<file path="src/rtl/sos_pkg.sv">
package sos_pkg;

    localparam int TAPS   = 5;
    localparam int TAP_B0 = 0;
    localparam int TAP_B1 = 1;
    localparam int TAP_B2 = 2;
    localparam int TAP_A1 = 3;
    localparam int TAP_A2 = 4;

    typedef enum logic [3:0] {
        ST_IDLE,
        ST_FB1,
        ST_FB2,
        ST_WRED,
        ST_FF0,
        ST_FF1,
        ST_FF2,
        ST_YRED,
        ST_OUT
    } sos_state_e;

endpackage

</file>
<file path="src/rtl/sos_coef_bank.sv">
module sos_coef_bank
    import sos_pkg::*;
#(
    parameter int NUM_SEC = 2,
    parameter int COEF_W  = 16,
    parameter int SEC_W   = 1,
    parameter logic [NUM_SEC*TAPS*COEF_W-1:0] DEF_COEF = '0
) (
    input  logic                     clk,
    input  logic                     rst,
    input  logic                     wr_en,
    input  logic [SEC_W-1:0]         wr_sec,
    input  logic [2:0]               wr_tap,
    input  logic signed [COEF_W-1:0] wr_data,
    input  logic [SEC_W-1:0]         rd_sec,
    input  logic [2:0]               rd_tap,
    output logic signed [COEF_W-1:0] rd_coef
);
    localparam int ENTRIES = NUM_SEC * TAPS;

    logic signed [COEF_W-1:0] mem [ENTRIES];

    // One register per tap; a write lands only on an in-range slot.
    for (genvar e = 0; e < ENTRIES; e++) begin : g_tap
        localparam int SEC = e / TAPS;
        localparam int TAP = e % TAPS;
        always_ff @(posedge clk) begin
            if (rst) begin
                mem[e] <= DEF_COEF[e*COEF_W +: COEF_W];
            end else if (wr_en && (int'(wr_sec) == SEC) && (int'(wr_tap) == TAP)) begin
                mem[e] <= wr_data;
            end
        end
    end

    always_comb begin
        rd_coef = '0;
        if ((int'(rd_sec) < NUM_SEC) && (int'(rd_tap) < TAPS)) begin
            rd_coef = mem[int'(rd_sec) * TAPS + int'(rd_tap)];
        end
    end

endmodule

</file>
<file path="src/rtl/sos_delay_bank.sv">
module sos_delay_bank #(
    parameter int NUM_SEC = 2,
    parameter int DATA_W  = 16,
    parameter int SEC_W   = 1
) (
    input  logic                     clk,
    input  logic                     rst,
    input  logic                     upd,
    input  logic [SEC_W-1:0]         sec,
    input  logic signed [DATA_W-1:0] w_new,
    output logic signed [DATA_W-1:0] w1,
    output logic signed [DATA_W-1:0] w2
);
    logic signed [DATA_W-1:0] d1 [NUM_SEC];
    logic signed [DATA_W-1:0] d2 [NUM_SEC];

    for (genvar s = 0; s < NUM_SEC; s++) begin : g_sec
        always_ff @(posedge clk) begin
            if (rst) begin
                d1[s] <= '0;
                d2[s] <= '0;
            end else if (upd && (int'(sec) == s)) begin
                d2[s] <= d1[s];
                d1[s] <= w_new;
            end
        end
    end

    always_comb begin
        w1 = '0;
        w2 = '0;
        if (int'(sec) < NUM_SEC) begin
            w1 = d1[int'(sec)];
            w2 = d2[int'(sec)];
        end
    end

endmodule

</file>
<file path="src/rtl/sos_mac.sv">
module sos_mac #(
    parameter int COEF_W = 16,
    parameter int DATA_W = 16,
    parameter int ACC_W  = 35
) (
    input  logic signed [COEF_W-1:0] coef,
    input  logic signed [DATA_W-1:0] data,
    input  logic                     sub,
    input  logic signed [ACC_W-1:0]  acc_in,
    output logic signed [ACC_W-1:0]  acc_out
);
    localparam int PROD_W = COEF_W + DATA_W;

    logic                     pruned;
    logic signed [COEF_W-1:0] c_op;
    logic signed [DATA_W-1:0] d_op;
    logic signed [PROD_W-1:0] prod;
    logic signed [ACC_W-1:0]  prod_x;

    // A zero tap keeps both operands at zero: no toggling in the multiplier.
    assign pruned = (coef == '0);
    assign c_op   = pruned ? '0 : coef;
    assign d_op   = pruned ? '0 : data;
    assign prod   = c_op * d_op;
    assign prod_x = {{(ACC_W-PROD_W){prod[PROD_W-1]}}, prod};
    assign acc_out = sub ? (acc_in - prod_x) : (acc_in + prod_x);

endmodule

</file>
<file path="src/rtl/sos_reduce.sv">
module sos_reduce #(
    parameter int ACC_W    = 35,
    parameter int DATA_W   = 16,
    parameter int SHIFT    = 14,
    parameter bit SATURATE = 1'b1
) (
    input  logic signed [ACC_W-1:0]  acc_in,
    output logic signed [DATA_W-1:0] q_out
);
    localparam logic signed [ACC_W-1:0] HALF = ACC_W'(1) <<< (SHIFT - 1);
    localparam logic signed [ACC_W-1:0] MAXV = (ACC_W'(1) <<< (DATA_W - 1)) - ACC_W'(1);
    localparam logic signed [ACC_W-1:0] MINV = -(ACC_W'(1) <<< (DATA_W - 1));

    logic signed [ACC_W-1:0] rounded;
    logic signed [ACC_W-1:0] scaled;

    assign rounded = acc_in + HALF;
    assign scaled  = rounded >>> SHIFT;

    if (SATURATE) begin : g_sat
        always_comb begin
            if (scaled > MAXV)      q_out = MAXV[DATA_W-1:0];
            else if (scaled < MINV) q_out = MINV[DATA_W-1:0];
            else                    q_out = scaled[DATA_W-1:0];
        end
    end else begin : g_wrap
        assign q_out = scaled[DATA_W-1:0];
    end

endmodule

</file>
<file path="src/rtl/sos_lowpass.sv">
module sos_lowpass
    import sos_pkg::*;
#(
    parameter int DATA_W   = 16,
    parameter int COEF_W   = 16,
    parameter int NUM_SEC  = 2,
    parameter int SHIFT    = 14,
    parameter bit SATURATE = 1'b1,
    parameter int SEC_W    = (NUM_SEC > 1) ? $clog2(NUM_SEC) : 1,
    parameter logic [NUM_SEC*TAPS*COEF_W-1:0] DEF_COEF = {
        16'(6000), 16'(-20000), 16'(596), 16'(1192), 16'(596),
        16'(9000), 16'(-24000), 16'(344), 16'(688),  16'(344)
    }
) (
    input  logic                     clk,
    input  logic                     rst,
    input  logic                     in_valid,
    output logic                     in_ready,
    input  logic signed [DATA_W-1:0] in_data,
    output logic                     out_valid,
    input  logic                     out_ready,
    output logic signed [DATA_W-1:0] out_data,
    input  logic                     cfg_we,
    input  logic [SEC_W-1:0]         cfg_sec,
    input  logic [2:0]               cfg_tap,
    input  logic signed [COEF_W-1:0] cfg_coef
);
    localparam int ACC_W = DATA_W + COEF_W + 3;

    sos_state_e state, state_nx;

    logic signed [ACC_W-1:0]  acc;
    logic signed [ACC_W-1:0]  mac_out;
    logic signed [DATA_W-1:0] w_reg;
    logic signed [DATA_W-1:0] red_out;
    logic signed [DATA_W-1:0] w1, w2;
    logic signed [DATA_W-1:0] mul_data;
    logic signed [COEF_W-1:0] coef;
    logic [2:0]               tap_sel;
    logic                     mul_sub;
    logic [SEC_W-1:0]         sec_idx;
    logic                     last_sec;
    logic                     cfg_ok;

    assign last_sec = (int'(sec_idx) == NUM_SEC - 1);
    assign cfg_ok   = cfg_we && (state == ST_IDLE);

    // State register
    always_ff @(posedge clk) begin
        if (rst) state <= ST_IDLE;
        else     state <= state_nx;
    end

    // Transitions
    always_comb begin
        state_nx = state;
        unique case (state)
            ST_IDLE: if (in_valid) state_nx = ST_FB1;
            ST_FB1:  state_nx = ST_FB2;
            ST_FB2:  state_nx = ST_WRED;
            ST_WRED: state_nx = ST_FF0;
            ST_FF0:  state_nx = ST_FF1;
            ST_FF1:  state_nx = ST_FF2;
            ST_FF2:  state_nx = ST_YRED;
            ST_YRED: state_nx = last_sec ? ST_OUT : ST_FB1;
            ST_OUT:  if (out_ready) state_nx = ST_IDLE;
            default: state_nx = ST_IDLE;
        endcase
    end

    // Handshake outputs
    always_comb begin
        in_ready  = (state == ST_IDLE);
        out_valid = (state == ST_OUT);
    end

    // Multiplier operand selection per step
    always_comb begin
        tap_sel  = 3'd7;
        mul_data = '0;
        mul_sub  = 1'b0;
        unique case (state)
            ST_FB1: begin tap_sel = 3'(TAP_A1); mul_data = w1;    mul_sub = 1'b1; end
            ST_FB2: begin tap_sel = 3'(TAP_A2); mul_data = w2;    mul_sub = 1'b1; end
            ST_FF0: begin tap_sel = 3'(TAP_B0); mul_data = w_reg; end
            ST_FF1: begin tap_sel = 3'(TAP_B1); mul_data = w1;    end
            ST_FF2: begin tap_sel = 3'(TAP_B2); mul_data = w2;    end
            default: ;
        endcase
    end

    sos_coef_bank #(
        .NUM_SEC (NUM_SEC),
        .COEF_W  (COEF_W),
        .SEC_W   (SEC_W),
        .DEF_COEF(DEF_COEF)
    ) u_coef (
        .clk    (clk),
        .rst    (rst),
        .wr_en  (cfg_ok),
        .wr_sec (cfg_sec),
        .wr_tap (cfg_tap),
        .wr_data(cfg_coef),
        .rd_sec (sec_idx),
        .rd_tap (tap_sel),
        .rd_coef(coef)
    );

    sos_delay_bank #(
        .NUM_SEC(NUM_SEC),
        .DATA_W (DATA_W),
        .SEC_W  (SEC_W)
    ) u_delay (
        .clk  (clk),
        .rst  (rst),
        .upd  (state == ST_YRED),
        .sec  (sec_idx),
        .w_new(w_reg),
        .w1   (w1),
        .w2   (w2)
    );

    sos_mac #(
        .COEF_W(COEF_W),
        .DATA_W(DATA_W),
        .ACC_W (ACC_W)
    ) u_mac (
        .coef   (coef),
        .data   (mul_data),
        .sub    (mul_sub),
        .acc_in (acc),
        .acc_out(mac_out)
    );

    sos_reduce #(
        .ACC_W   (ACC_W),
        .DATA_W  (DATA_W),
        .SHIFT   (SHIFT),
        .SATURATE(SATURATE)
    ) u_red (
        .acc_in(acc),
        .q_out (red_out)
    );

    // Datapath registers
    always_ff @(posedge clk) begin
        if (rst) begin
            acc      <= '0;
            w_reg    <= '0;
            sec_idx  <= '0;
            out_data <= '0;
        end else begin
            unique case (state)
                ST_IDLE: if (in_valid) begin
                    acc     <= {{(ACC_W-DATA_W){in_data[DATA_W-1]}}, in_data} <<< SHIFT;
                    sec_idx <= '0;
                end
                ST_FB1, ST_FB2, ST_FF0, ST_FF1, ST_FF2: acc <= mac_out;
                ST_WRED: begin
                    w_reg <= red_out;
                    acc   <= '0;
                end
                ST_YRED: begin
                    if (last_sec) begin
                        out_data <= red_out;
                    end else begin
                        acc     <= {{(ACC_W-DATA_W){red_out[DATA_W-1]}}, red_out} <<< SHIFT;
                        sec_idx <= sec_idx + 1'b1;
                    end
                end
                default: ;
            endcase
        end
    end

endmodule

</file>
<file path="config.mk">
export PLATFORM = sky130hd
export DESIGN_NAME = sos_lowpass
export DESIGN_NICKNAME = d
export VERILOG_FILES = /design/src/rtl/sos_pkg.sv /design/src/rtl/sos_coef_bank.sv /design/src/rtl/sos_delay_bank.sv /design/src/rtl/sos_mac.sv /design/src/rtl/sos_reduce.sv /design/src/rtl/sos_lowpass.sv
export SDC_FILE = /design/constraint.sdc
export NUM_CORES = 1
export LEC_CHECK = 0
export BUFFER_PORTS_ARGS = -buffer_cell sky130_fd_sc_hd__buf_2
export CORE_ASPECT_RATIO = 0.75
export CORE_MARGIN = 1
export CORE_UTILIZATION = 50
export CTS_BUF_LIST = sky130_fd_sc_hd__clkbuf_16
export CTS_CLUSTER_SIZE = 28
export DETAILED_ROUTE_END_ITERATION = 7
export HOLD_SLACK_MARGIN = 0.1
export PLACE_DENSITY = 0.69
export SLEW_MARGIN = 20
export SYNTH_ARGS = -nofsm -noshare
export SYNTH_HDL_FRONTEND = slang
export SYNTH_SLANG_ARGS = --single-unit
</file>
<file path="constraint.sdc">
create_clock -name clk -period 12.4 [get_ports clk]
set_input_delay 0.62 -clock clk [delete_from_list [all_inputs] [get_ports clk]]
set_output_delay 0.62 -clock clk [all_outputs]
set_load 0.05 [all_outputs]
</file>
## After elaboration in Yosys (flattened, before gate mapping)

Memories as Yosys holds them, arrays and structs flattened. A register that Yosys moved wholly into a read port is not among the register bits.
Cells that the tools add are included.

| word-level totals | value |
|---|---|
| memory bits (writable) | 224 |
| output and inout bits | 18 |
| memories | 3 |
| register bits after elaboration | 72 |

Memories:

| memory | words | width | rd ports | clocked after memory_dff | wr ports | RTL line | text |
|---|---|---|---|---|---|---|---|
| u_coef.mem | 10 | 16 | 1 | 0 | 10 | sos_coef_bank.sv:21 | `logic signed [COEF_W-1:0] mem [ENTRIES];` |
| u_delay.d1 | 2 | 16 | 3 | 1 | 2 | sos_delay_bank.sv:14 | `logic signed [DATA_W-1:0] d1 [NUM_SEC];` |
| u_delay.d2 | 2 | 16 | 1 | 1 | 2 | sos_delay_bank.sv:15 | `logic signed [DATA_W-1:0] d2 [NUM_SEC];` |

| operators by class | value |
|---|---|
| mux-type cells | 75 |
| bitwise operators | 16 |
| eq/ne operators | 15 |
| $mul | 2 |
| add/subtract/negate cells | 5 |
| reduce and logical (&&, ||, !) cells | 28 |
| magnitude comparators | 3 |

Operator list:

| cell | count |
|---|---|
| two-way mux 16 bit | 19 |
| case mux 35 bit (4 select lines) | 1 |
| two-way mux 35 bit | 3 |
| case mux 16 bit (3 select lines) | 1 |
| two-way mux 1 bit | 45 |
| case mux 4 bit (9 select lines) | 1 |
| adder 35 x 15 -> 35 bit (second input constant) | 1 |
| adder 35 x 32 -> 35 bit | 1 |
| subtractor 35 x 32 -> 35 bit | 1 |
| multiplier 16 x 16 -> 32 bit | 1 |
| greater-than comparator 21 x 16 -> 1 bit (second input constant) | 1 |
| < comparator 21 x 16 -> 1 bit (second input constant) | 1 |
| == test 4 x 3 -> 1 bit (second input constant) | 4 |
| zero test 16 bit | 1 |
| logical AND 1 bit | 15 |
| case mux 3 bit (5 select lines) | 1 |
| OR 1 bit | 14 |
| two-way mux 4 bit | 3 |
| == test 3 bit (second input constant) | 3 |
| == test 4 x 2 -> 1 bit (second input constant) | 2 |
| AND reduction 2 bit | 3 |
| OR reduction 2 bit | 3 |
| OR reduction 5 bit | 1 |
| adder 4 bit | 1 |
| 15 further kinds | 17 |

## Depth between registers and ports, before layout

An unclocked memory read counts as a cell.

| depth | value |
|---|---|
| depth after elaboration | 11 |
| gate-level depth with buffers | 58 |

## Hierarchy

From an unflattened synthesis, not the netlist that was laid out.

| second synthesis, totals | value |
|---|---|
| cell total of the unflattened synthesis | 2,852 |
| area total of the unflattened synthesis | 27,573.9 um2 |

Modules (own cells, without submodules):

| module | area an instance (um2) | instances | cells each |
|---|---|---|---|
| sos_mac | 12,679.7 | 1 | 1,475 |
| sos_coef_bank | 7,681.1 | 1 | 590 |
| sos_lowpass | 3,513.4 | 1 | 426 |
| sos_delay_bank | 2,766.4 | 1 | 224 |
| sos_reduce | 933.4 | 1 | 137 |

## Worst setup path before layout

OpenSTA, ideal clock, no wires.

| timing | value |
|---|---|
| path type | register to register |
| from | reg state[0] |
| to | reg acc[34] |
| path slack | -0.092 ns |
| arrival time | 12.369 ns |
| cell stages (with the launch flop) | 56 |
| buffers on the path | 10 |
| period minus slack after synthesis | 12.492 ns |
| required time | 12.278 ns |
| library setup time | 0.122 ns |
| cells stage by stage | dfxtp_1 > buf_2 > or3_1 > clkbuf_1 > and2_1 > clkbuf_1 > clkbuf_1 > buf_1 > clkbuf_1 > nand2_1 > ha_1 > ha_1 > buf_2 > buf_1 > mux4_2 > a211oi_1 > a21oi_1 > nor4_1 > (+20 left out) > o21ai_0 > xor2_1 > o2111ai_1 > or3_4 > o21ai_0 > xnor2_1 > ha_1 > nor2_1 > nor2_1 > nor2_1 > or3_1 > o22a_1 > o211ai_1 > a21oi_1 > o21bai_1 > nor3b_1 > o32ai_1 > nand3b_1 |

| on the way | value |
|---|---|
| longest elaborated chain between the ends | 11 |
| elaborated cells between the ends (all ways) | 31 |

Ends and longest elaborated chain:

| what | RTL line | text |
|---|---|---|
| from (decl) | sos_lowpass.sv:30 | `sos_state_e state, state_nx;` |
| from (signal assigned) | sos_lowpass.sv:51 | `else state <= state_nx;` |
| == test 4 x 3 -> 1 bit, or another cell as far along | sos_lowpass.sv:82, sos_lowpass.sv:153 |  |
| case mux 3 bit (5 select lines) | sos_lowpass.sv:82 | `unique case (state)` |
| adder 4 bit | sos_coef_bank.sv:39 | `rd_coef = mem[int'(rd_sec) * TAPS + int'(rd_tap)];` |
| memory (10 x 16 bit) | -- |  |
| two-way mux 16 bit | sos_coef_bank.sv:38 | `if ((int'(rd_sec) < NUM_SEC) && (int'(rd_tap) < TAPS)) begin` |
| zero test 16 bit | sos_mac.sv:21 | `assign pruned = (coef == '0);` |
| two-way mux 16 bit (on tied branches) | sos_mac.sv:22, sos_mac.sv:23 |  |
| multiplier 16 x 16 -> 32 bit | sos_mac.sv:24 | `assign prod = c_op * d_op;` |
| adder 35 x 32 -> 35 bit or subtractor 35 x 32 -> 35 bit (tied branches) | sos_mac.sv:26 | `assign acc_out = sub ? (acc_in - prod_x) : (acc_in + prod_x);` |
| two-way mux 35 bit | sos_mac.sv:26 |  |
| case mux 35 bit (4 select lines) | sos_lowpass.sv:153 | `unique case (state)` |
| to (signal assigned) | sos_lowpass.sv:155 | `acc <= {{(ACC_W-DATA_W){in_data[DATA_W-1]}}, in_data} <<< SHIFT;` |
| to (signal assigned) | sos_lowpass.sv:158 | `ST_FB1, ST_FB2, ST_FF0, ST_FF1, ST_FF2: acc <= mac_out;` |
| to (signal assigned) | sos_lowpass.sv:167 | `acc <= {{(ACC_W-DATA_W){red_out[DATA_W-1]}}, red_out} <<< SHIFT;` |
| to (decl) | sos_lowpass.sv:32 | `logic signed [ACC_W-1:0] acc;` |

Parallel ways exist; a longest one is shown, timed or not.
A chain may end at the register's enable or synchronous reset.

## Final worst setup path

| timing | value |
|---|---|
| from | reg state[0] |
| to | reg acc[27] |

Same word-level chain as after synthesis.

==> impl_results.md <==
* Status: completed
* Synth top area share at 0.2550
* DRT iter0 DRCs at about 2.1k
* Ranking of synthesized cells by area: edfxtp_1 (25%), fa_1 (20%), ha_1 (5.7%)
* Critical Path Max Stage Delay at 0.54 ns
* CP Launch Point: state[0]
* Most flops, register: u_coef.mem
* Die width at about 270 um
* CP Depth at 47
* Avg WL per Cell at roughly 22 um
* Worst EP arrival at 12.27 ns
* Antenna-violating nets left at 0
* Via count at about 20k
* Syn Inst Count at approximately 2.7k
* Maxcap violations at 0
* Reg-to-reg startpoint: state[0]
* Area grow syn2layout at 10.43%
* Netlist Area Pre-Place at between 0.02 and 0.03 mm^2
* Share of cells above drive strength 1 at 0.1191
* CP Buf/Inv Count at 7
* Vias per inst at 5.786
* CTS root buf: clkbuf_16
* Number of enable flip-flop cells after synthesis at approximately 220
* Top layer in use: met4
* GR Util All Layers at 0.2856
* WL met3 at between 7000 and 8000 um
* Worst EP required at between 10 and 15 ns
* Initial Util at 0.5093
* Clock skew at roughly 0.027 ns
* Routed WL at 74,370 um
* # clock sinks at roughly 300
* Ys Warns at 0
* Fmax at approximately 84 MHz
* Final hold violations at 0
* Post-DP HPWL at about 57,000 um
* CP most frequent cell: fa_1
* CP Class: flip-flop to flip-flop
* Internal reg-to-reg setup slack at a little over 0.5 ns
* Worst-margin pin slew at 1.089 ns
* Clk buf depth at 3
* Io pins at between 50 and 60
* Grt total ovfl at 0
* Setup crit end kind: flip-flop
* Hold Crit Class: primary input to flip-flop
* Yosys reg bits at a little under 300
* Main synth FF type: edfxtp_1
* Critical path's slowest cell: mux4_2
* Gp weighted congestion at ~0.95
* Worst skew pair latency at between 0.5 and 0.6 ns
* Inserted Clock Buffers at 34
* Slew margin rel. at 0.2714
* Setup violators final at 0
* Port bufs at 58
* Min cycle time layout at around 12 ns
* Die height at 200.9 um
* P_leak at 12.36 nW
* R2R Path End: acc[27]
* Met2 routed WL at ~31,000 um
* Reg2Reg Depth at between 40 and 50
* Post-synthesis cell type count at 84
* Worst vdd ir at around 0.00017 V
* CTS tree: yes
* Clock slew at reported path FFs at 0.06 ns
* WL met1 at 34,330 um
* Critical path startpoint category: flip-flop
* Num rows at 72
* Via count of the first global-routing pass at slightly above 20k
* Fin crit share at 0.9583
* H-tree depth at 2
* Setup ws final at 0.5175 ns
* # DRC at 0
* Largest net degree at the start of global routing at about 70
* Drt first pass iters at 6
* Dpl ws at -0.03160 ns
* CP Max Fanout at 17
* Die area at between 0.05 and 0.06 mm^2
* Slew Limit Fails at 0
* Top Registers: u_coef.mem x160, acc x35
* Initial antenna violation count at 2
* First-pass GRT wire length at ~120,000 um
* Nets@finish at ~3.2k
* Register area share after synthesis at 0.3104
* Yosys top cell by area: edfxtp_1
* Top-count cell post-synth: inv_1
* Post-synth net total at between 3k and 4k
* Max reg flops at 160
* Total power at 5.372 mW
* Core area at 0.05180 mm^2
* Crit path to: acc[27]
* Async set-reset flop share out of synthesis at 0
* Commonest cells post-synth: inv_1 (345), nor2_1 (272), fa_1 (264)
* P per Cell Area at 184.4 mW/mm^2
* Filler Cell Count at 4,501
* Largest delay contributor family on the critical path: adder cells
* Syn_area_per_cell at 9.847 um^2
==> layout make-up <==
type,count,area [um^2],share of cell area
diodes,2,5.005,0.0001718
well taps,703,879.6,0.03019
inverters,345,1295,0.04445
flip-flops and latches,297,8192,0.2812
multi-input cells,1909,16680,0.5724
clock inverters,26,212.7,0.007301
repair buffers,141,996.0,0.03419
clock buffers,35,875.8,0.03006
==> cells in the final DEF, fill, tap and decap left out, drive strengths merged, types with 38 or more instances in the layout <==
master | synthesis | routed
mux2i | 51 | 51
nor3 | 51 | 51
inv | 345 | 358
dfxtp | 73 | 73
a211oi | 61 | 61
or3 | 39 | 39
a21oi | 113 | 113
xnor2 | 67 | 67
fa | 264 | 264
xor2 | 38 | 38
and2 | 168 | 168
edfxtp | 224 | 224
o21ai | 72 | 72
nand2b | 42 | 42
and3 | 48 | 48
nor2 | 273 | 273
ha | 120 | 120
buf | 40 | 139
nand2 | 191 | 191
==> per-stage QoR <==
step,area [um^2],hold slack [ns],utilization,std cells,setup TNS [ns]
after floorplan,26380,0.4544,-,2679,0
after CTS,28760,0.3590,0.5552,3443,0
final,29130,0.3824,0.5624,3458,0
after global routing,29130,0.4145,0.5624,3458,-0.08384
after detailed placement,27670,0.4784,0.5341,3382,-0.03160
after global placement,27660,0.4473,0.5339,3382,0
==> how the worst min path moves through the flow <==
stage / from / slack [ns] / cells after the start / end
floorplan: acc[0] / 0.45 / 2 / acc[0]
global placement: out_data[0] / 0.45 / 2 / out_data[0]
detailed placement: out_data[0] / 0.48 / 2 / out_data[0]
CTS: out_ready / 0.36 / 3 / state[3]
global route: out_ready / 0.41 / 3 / state[3]
finish: out_ready / 0.38 / 3 / state[3]
==> worst register-to-register path: cells and delay by family (launching register included) <==
kind	cells	cell delay, ns
adders and majority gates	9	3.89
AOI/OAI and AO/OA	13	2.95
and+or+nand+nor	15	2.70
buffers and inverters	7	0.80
muxes	1	0.54
xor gates and xnor gates	2	0.48
DFF	1	0.38
==> layer usage <==
layer | global-route usage | vias to the layer above
li1 | - | 9129
met1 | 0.4387 | 9914
met2 | 0.4104 | 857
met3 | 0.06428 | 107
met4 | 0.05809 | 0
met5 | 0 | -
==> cell families (layout without fill, tap and decap cells) <==
| family | Yosys count | count (layout) | share of synthesized area |
|---|---|---|---|
| AO/OA/AOI/OAI | 405 | 405 | 0.1023 |
| AND/OR/NAND/NOR | 927 | 927 | 0.1757 |
| multiplexers | 88 | 88 | 0.04895 |
| adder cells (fa/ha/maj) | 384 | 384 | 0.2573 |
| flip-flops | 297 | 297 | 0.3104 |
| other | 0 | 2 | 0 |
| XOR/XNOR | 105 | 105 | 0.03486 |
| buffers and inverters | 473 | 547 | 0.07057 |
==> repair_timing <==
| item | CTS | global route |
|---|---|---|
| hold buffers | 0 | 0 |
| gates resized for setup | 1 | 61 |
| endpoints found under the setup margin | 1 | 15 |
| gates cloned | 0 | 1 |
| pin swaps | 0 | 8 |
| setup buffers | 0 | 12 |
==> power breakdown <==
part | switching, mW | internal, mW
logic | 1.93 | 1.22
registers | 0.0904 | 1.14
clock network | 0.419 | 0.578
Power figures use the tool's default switching activity.
